--- src/rtl/cache2_pkg.sv ---
package cache2_pkg;

  // Set index: drop the line offset, keep idx_w bits.
  function automatic logic [63:0] line_index(input logic [63:0] addr,
                                             input int unsigned off_w,
                                             input int unsigned idx_w);
    return (addr >> off_w) & ((64'd1 << idx_w) - 64'd1);
  endfunction

  // Tag: everything above offset and index.
  function automatic logic [63:0] line_tag(input logic [63:0] addr,
                                           input int unsigned low_w);
    return addr >> low_w;
  endfunction

  // Total service time for a request, by which level serviced it.
  function automatic int unsigned service_cost(input logic hit1,
                                               input logic hit2,
                                               input int unsigned c1,
                                               input int unsigned c2,
                                               input int unsigned cm);
    if (hit1)      return c1;
    else if (hit2) return c1 + c2;
    else           return c1 + c2 + cm;
  endfunction

endpackage

--- src/rtl/cache2_tag_level.sv ---
module cache2_tag_level #(
  parameter int ADDR_W = 32,
  parameter int SETS   = 4,
  parameter int WAYS   = 2,
  parameter int LINE_B = 64
) (
  input  logic              clk,
  input  logic              rst,
  input  logic [ADDR_W-1:0] addr,
  input  logic              update_en,
  output logic              hit
);
  localparam int OFF_W = $clog2(LINE_B);
  localparam int IDX_W = $clog2(SETS);
  localparam int WAY_W = $clog2(WAYS);
  localparam int TAG_W = ADDR_W - OFF_W - IDX_W;

  logic             valid_q [SETS][WAYS];
  logic [TAG_W-1:0] tag_q   [SETS][WAYS];
  logic [WAY_W-1:0] age_q   [SETS][WAYS];  // 0 = most recently used

  logic [IDX_W-1:0] set_i;
  logic [TAG_W-1:0] tag_i;
  logic [WAYS-1:0]  match_vec;
  logic [WAY_W-1:0] hit_way, victim_way, sel_way;
  logic             have_free;

  always_comb begin
    set_i      = IDX_W'(cache2_pkg::line_index(64'(addr), OFF_W, IDX_W));
    tag_i      = TAG_W'(cache2_pkg::line_tag(64'(addr), OFF_W + IDX_W));
    match_vec  = '0;
    hit_way    = '0;
    victim_way = '0;
    have_free  = 1'b0;
    for (int w = 0; w < WAYS; w++) begin
      match_vec[w] = valid_q[set_i][w] && (tag_q[set_i][w] == tag_i);
      if (match_vec[w]) hit_way = WAY_W'(w);
    end
    for (int w = WAYS - 1; w >= 0; w--) begin
      if (!valid_q[set_i][w]) begin
        victim_way = WAY_W'(w);
        have_free  = 1'b1;
      end
    end
    if (!have_free) begin
      for (int w = 0; w < WAYS; w++) begin
        if (age_q[set_i][w] == WAY_W'(WAYS - 1)) victim_way = WAY_W'(w);
      end
    end
    sel_way = (|match_vec) ? hit_way : victim_way;
  end

  assign hit = |match_vec;

  always_ff @(posedge clk) begin
    if (rst) begin
      for (int s = 0; s < SETS; s++) begin
        for (int w = 0; w < WAYS; w++) begin
          valid_q[s][w] <= 1'b0;
          age_q[s][w]   <= WAY_W'(w);
        end
      end
    end else if (update_en) begin
      valid_q[set_i][sel_way] <= 1'b1;
      tag_q[set_i][sel_way]   <= tag_i;
      for (int w = 0; w < WAYS; w++) begin
        if (WAY_W'(w) == sel_way)
          age_q[set_i][w] <= '0;
        else if (age_q[set_i][w] < age_q[set_i][sel_way])
          age_q[set_i][w] <= age_q[set_i][w] + 1'b1;
      end
    end
  end

  // a tag is never held twice in one set
  p_unique_tag_r5: assert property (@(posedge clk) disable iff (rst)
    $onehot0(match_vec));

  // a line just touched or filled is found again at the same address
  p_fill_hits_r12: assert property (@(posedge clk) disable iff (rst)
    update_en ##1 $stable(addr) |-> hit);

endmodule

--- config.mk ---
export PLATFORM = sky130hd
export DESIGN_NAME = cache2_tag_level
export DESIGN_NICKNAME = d
export VERILOG_FILES = /design/src/rtl/cache2_pkg.sv /design/src/rtl/cache2_tag_level.sv
export SDC_FILE = /design/constraint.sdc
export NUM_CORES = 1
export LEC_CHECK = 0
export CORE_AREA = 4 4 175 177
export DETAILED_ROUTE_END_ITERATION = 10
export DIE_AREA = 0 0 179 181
export GPL_TIMING_DRIVEN = 1
export PLACE_DENSITY = 0.55
export SLEW_MARGIN = 15
export SYNTH_ARGS = -nofsm -noshare
export SYNTH_HDL_FRONTEND = slang
export SYNTH_SLANG_ARGS = --single-unit
--- constraint.sdc ---
create_clock -name clk -period 11.6 [get_ports clk]
set_input_delay 2.32 -clock clk [delete_from_list [all_inputs] [get_ports clk]]
set_output_delay 2.32 -clock clk [all_outputs]
set_load 0.01 [all_outputs]
==> results.json, run 1 <==
{
  "drcViolationCount": 0,
  "ys_async_sr_fraction_pct": 0,
  "fillCellCount": 2725,
  "syn-num-nets": 501,
  "grt_pass1_wl_um": 27600,
  "cp-end-kind": "output pin",
  "drive_above_1_share_pct": 15.9,
  "finish.utilization_pct": 34.2,
  "cts_tree": "done",
  "synth_seq_area_share_pct": 71.5,
  "setup_ws_ps": 3010,
  "critical-path-top-delay-family": "buffers and inverters",
  "grt_pass1_vias": 4612,
  "wire_per_inst_um": 19.4,
  "final_common_cell": "edfxtp_1",
  "ys.flop_type": "edfxtp_1",
  "setup_tns_ps": 0,
  "clock_path_buffers": 3,
  "place_congestion": 0.771,
  "leakagePower_nw": 3.24,
  "post-place-ws_ps": 2870,
  "min_period_ps": 8590,
  "clock.fmax_mhz": 116,
  "fin_area_um2": 9990,
  "clkTransAtPathRegs_ps": 60,
  "hp-class": "reg2reg",
  "synth_edf_count": 199,
  "tightest_slew_ps": 772,
  "syn_area_um2": 8610,
  "wl_um": 17700,
  "yosysUniqueCellTypes": 54,
  "dp_hpwl_um": 10600,
  "cts_hold_buffers": 0,
  "drv_slew": 0,
  "clock_latency_ps": 490,
  "crit_arrival_ps": 6270,
  "layout_common_cells": "edfxtp_1, mux2i_1, xnor2_1",
  "startpoint": "addr[6]",
  "via_per_inst": 4.75,
  "cpMaxStageDelayCell": "clkdlybuf4s50_1",
  "ir_drop_uv": 91.5,
  "synth_warnings": 0,
  "initial_core_util_pct": 29.4,
  "synth-seq-cells": 208,
  "antenna_found_initial": 0,
  "antennaDiodeCount": 0,
  "area_growth_pct": 16.0,
  "grt_max_degree": 46,
  "reg2reg_slack_ps": 7950,
  "worstPathMaxFanout": 27,
  "whs_endpoint": "valid_q[1][1]",
  "whs_path_depth": 1,
  "cts_resized": 0,
  "finalHoldViolCount": 0,
  "timing.rr.start": "tag_q[2][6]",
  "vias": 4339,
  "cp.required_ps": 9280,
  "grt_setup_unrepaired": "false",
  "cts_sinks": 208,
  "grt-ovfl-total": 0,
  "io_buffers": 29,
  "io_pins": 36,
  "status": "finished clean",
  "setup_violations": 0,
  "path_class": "in2out",
  "relSlewSlack_pct": 48.5,
  "grt_usage_pct": 11.0,
  "numCtsBuffers": 22,
  "worstRegToRegCells": 8,
  "cp-start-kind": "input port",
  "die_h_um": 181,
  "synth_cells": 466,
  "first_pass_iters": 4,
  "h-tree-depth": 1,
  "die_x_um": 179,
  "worst_r2r_endpoint": "tag_q[1][10]",
  "place_area_um2": 9340,
  "cts_root_buf": "clkbuf_16",
  "postRouteAntennaNets": 0,
  "power.density_nw_per_um2": 157,
  "cts_setup_buffers": 0,
  "worstHoldStart": "valid_q[1][1]",
  "rows": 63,
  "totalPowerFinal_mw": 1.56,
  "coreArea_um2": 29200,
  "syn_avg_cell_area_um2": 18.5,
  "drtIter0Drc": 257,
  "finClkSkew_ps": 6.27,
  "layout.nets": 544,
  "path_buf_inv": 4,
  "crit_chain": "buf_2 > buf_4 > inv_1 > a32oi_1 > o2111ai_1 > or4_1 > or4_4 > o41ai_1 > clkdlybuf4s50_1",
  "maxCapViolCount": 0,
  "dieArea_um2": 32400,
  "max_stage_delay_ps": 650,
  "period_share_pct": 74.1
}
## synth_stat cells, drive strengths merged (4+ instances only)
cell,n,area share [%]
edfxtp,199,69
mux2i,42,4.9
mux4,31,8.3
xnor2,31,3.2
buf,17,1.3
xor2,16,1.6
o21ai,10,0.58
dfxtp,9,2.1
nor2,9,0.39
inv,8,0.35
nand2,6,0.26
nand2b,6,0.44
nand4,6,0.44
nor3,6,0.58
a22oi,5,0.49
and2,5,0.39
nand3,5,0.29
o2bb2ai,5,0.51
a21o,4,0.35
a221oi,4,0.41
## state kept, by name, indices dropped and copies added, names as in the netlist
signal / count
age_q: 8
valid_q: 8
tag_q: 192
## area by class of cell
class                   instances  area [um^2]  area share (%)
inverters                       8         30.0           0.301
well taps                     390          488            4.89
clock buffers                  27          591            5.91
flip-flops and latches        208         6160            61.6
repair buffers                 39          358            3.58
clock inverters                11         57.6           0.576
multi-input cells             230         2310            23.1
## power breakdown
part | internal, mW | switching [mW] | leakage [nW] | total (mW)
clock network | 0.361 | 0.268 | 0.321 | 0.629
registers | 0.834 | 0.00245 | 1.87 | 0.837
logic | 0.0411 | 0.0581 | 1.05 | 0.0993
## cells by family after synthesis
logic type      after synthesis  synth area share [%]
flops                       208                  71.5
xor+xnor                     47                  4.78
mux                          74                  13.3
simple gates                 57                  3.98
buf+inv                      28                  1.82
compound gates               52                  4.58
## per-layer routing
layer	vias to the layer above	GRT usage, %	share of wire, %
met5	-	0	0
li1	1963	-	-
met3	26	1.95	4.5
met4	0	3.16	2.3
met2	115	17.8	48
met1	2235	15.4	45
## stage by stage
stage,instances,hold slack (ps)
global route,913,485
floorplan,466,421
detailed placement,875,440
finish,913,453
global placement,875,429
CTS,913,454
## worst reg2reg max path: stages, from the launching register on
cell and delay, ps:
edfxtp_1 360, mux4_1 510, xnor2_1 260, o2111ai_1 210
or4_1 510, or4_4 630, and2_4 260, nor2_2 120
buf_4 410
## how the worst max path moves through the flow
stage / end / cells after the start
final: hit / 9
after global routing: hit / 9
after CTS: hit / 9
after detailed placement: hit / 9
after global placement: hit / 9
after floorplan: hit / 11
(Power assumes the default switching activity.)
==> run 2, diff against run 1 <==
==> constraint.sdc (replaced) <==
create_clock -name clk -period 8.3 [get_ports clk]
set_input_delay 1.66 -clock clk [delete_from_list [all_inputs] [get_ports clk]]
set_output_delay 1.66 -clock clk [all_outputs]
set_load 0.01 [all_outputs]
==> run 2 against run 1 <==
Compared with the run above:
- power rose by 42%
- worst setup slack lost 1800 ps
- global-route usage about the same
- first-iteration DRC count grew 1.9%
- highest routed layer unchanged
==> results.json, run 2 (synthesis results as in run 1) <==
{
  "wl_um": 17900,
  "leakagePower_nw": 3.28,
  "regMostFlops": "tag_q",
  "antenna_found_initial": 0,
  "finish.utilization_pct": 34.4,
  "drv_slew": 0,
  "min_period_ps": 7060,
  "cts_hold_buffers": 0,
  "numCtsBuffers": 23,
  "drive_above_1_share_pct": 16.9,
  "clock.fmax_mhz": 142,
  "coreArea_um2": 29200,
  "ir_drop_uv": 149,
  "grt_setup_unrepaired": "false",
  "clock_latency_ps": 490,
  "reg2reg_slack_ps": 4680,
  "worst_r2r_endpoint": "tag_q[0][10]",
  "place_congestion": 0.768,
  "biggestRegsByFlops": "tag_q: 192 flops, age_q: 8 flops, valid_q: 8 flops",
  "h-tree-depth": 1,
  "grt-ovfl-total": 0,
  "io_buffers": 29,
  "cts_tree": "done",
  "setup_violations": 0,
  "worstRegToRegCells": 8,
  "grt_pass1_vias": 4601,
  "cts_setup_buffers": 0,
  "area_growth_pct": 16.8,
  "cp.required_ps": 6640,
  "grt_usage_pct": 11.1,
  "layout_common_cells": "edfxtp_1, mux2i_1, xnor2_1",
  "hp-class": "reg2reg",
  "path_class": "in2out",
  "worstHoldStart": "valid_q[3][1]",
  "grt_max_degree": 53,
  "rows": 63,
  "dp_hpwl_um": 11100,
  "die_h_um": 181,
  "initial_core_util_pct": 29.4,
  "pwr-share-seq_pct": 52.5,
  "period_share_pct": 85.1,
  "dp_cells": 878,
  "grt_pass1_wl_um": 27600,
  "tightest_slew_ps": 870,
  "cts_root_buf": "clkbuf_16",
  "pwr-share-comb_pct": 6.3,
  "layout.nets": 548,
  "crit_arrival_ps": 5400,
  "finClkSkew_ps": 8.05,
  "whs_endpoint": "valid_q[3][1]",
  "cts_sinks": 208,
  "io_pins": 36,
  "worstPathMaxFanout": 25,
  "switching_share_pct": 20.8,
  "drcViolationCount": 0,
  "relSlewSlack_pct": 42.0,
  "largest_reg_flops": 192,
  "final_common_cell": "edfxtp_1",
  "setup_tns_ps": 0,
  "via_per_inst": 4.75,
  "die_x_um": 179,
  "cp-start-kind": "input port",
  "whs_ps": 455,
  "dieArea_um2": 32400,
  "first_pass_iters": 4,
  "cts_resized": 0,
  "timing.rr.start": "tag_q[2][14]",
  "power.density_nw_per_um2": 222,
  "clock_path_buffers": 3,
  "wire_per_inst_um": 19.6,
  "status": "finished clean",
  "clkTransAtPathRegs_ps": 60,
  "drtIter0Drc": 262,
  "switchingPower_mw": 0.464,
  "finalHoldViolCount": 0,
  "antennaDiodeCount": 0,
  "fin_cells": 918,
  "intPower_mw": 1.77,
  "vias": 4363,
  "cp-end-kind": "output pin",
  "postRouteAntennaNets": 0,
  "whs_path_depth": 1,
  "maxCapViolCount": 0,
  "power_frac_clock_pct": 41.3
}
run 2: final cells by class:
type                    instances  area, um^2
repair buffers                 42         380
fillers                      2735       19200
clock buffers                  30         642
inverters                       8        30.0
flip-flops and latches        208        6160
well taps                     390         488
clock inverters                10        51.3
multi-input cells             230        2310
run 2: power groups by stage:
stage,logic (mW),registers [mW],clock network (mW)
floorplan,0.0860,1.19,0
detailed placement,0.142,1.19,0
global placement,0.139,1.19,0
finish,0.140,1.17,0.920
CTS,0.143,1.17,0.948
global route,0.153,1.17,0.993
run 2: worst max path at each step:
stage                     slack (ps)    start  end
final                           1240  addr[6]  hit
after global routing            1000  addr[6]  hit
after CTS                       1080  addr[6]  hit
after detailed placement        1100  addr[6]  hit
after global placement          1140  addr[6]  hit
after floorplan                 2710  addr[7]  hit
run 2: worst max-delay path, stage by stage:
cell,delay [ps]
buf_2,650
mux4_1,680
xnor2_1,210
nand4_1,160
or4_1,560
or4_4,640
o41ai_1,150
clkdlybuf4s50_1,660
run 2: metal layers:
layer | share of wire (%) | global-route usage (%) | up-vias
li1 | - | - | 1969
met1 | 46 | 15.3 | 2264
met2 | 49 | 18.3 | 104
met3 | 3.9 | 1.61 | 26
met4 | 1.6 | 2.82 | 0
met5 | 0 | 0 | -
run 2: metrics by stage:
stage                     worst slack [ps]  power (mW)  instance area [um^2]
after global routing                  1000        2.32                 10100
after floorplan                       2710        1.28                  8610
after CTS                             1080        2.26                 10100
after global placement                1140        1.33                  9360
after detailed placement              1100        1.33                  9360
final                                 1240        2.23                 10100
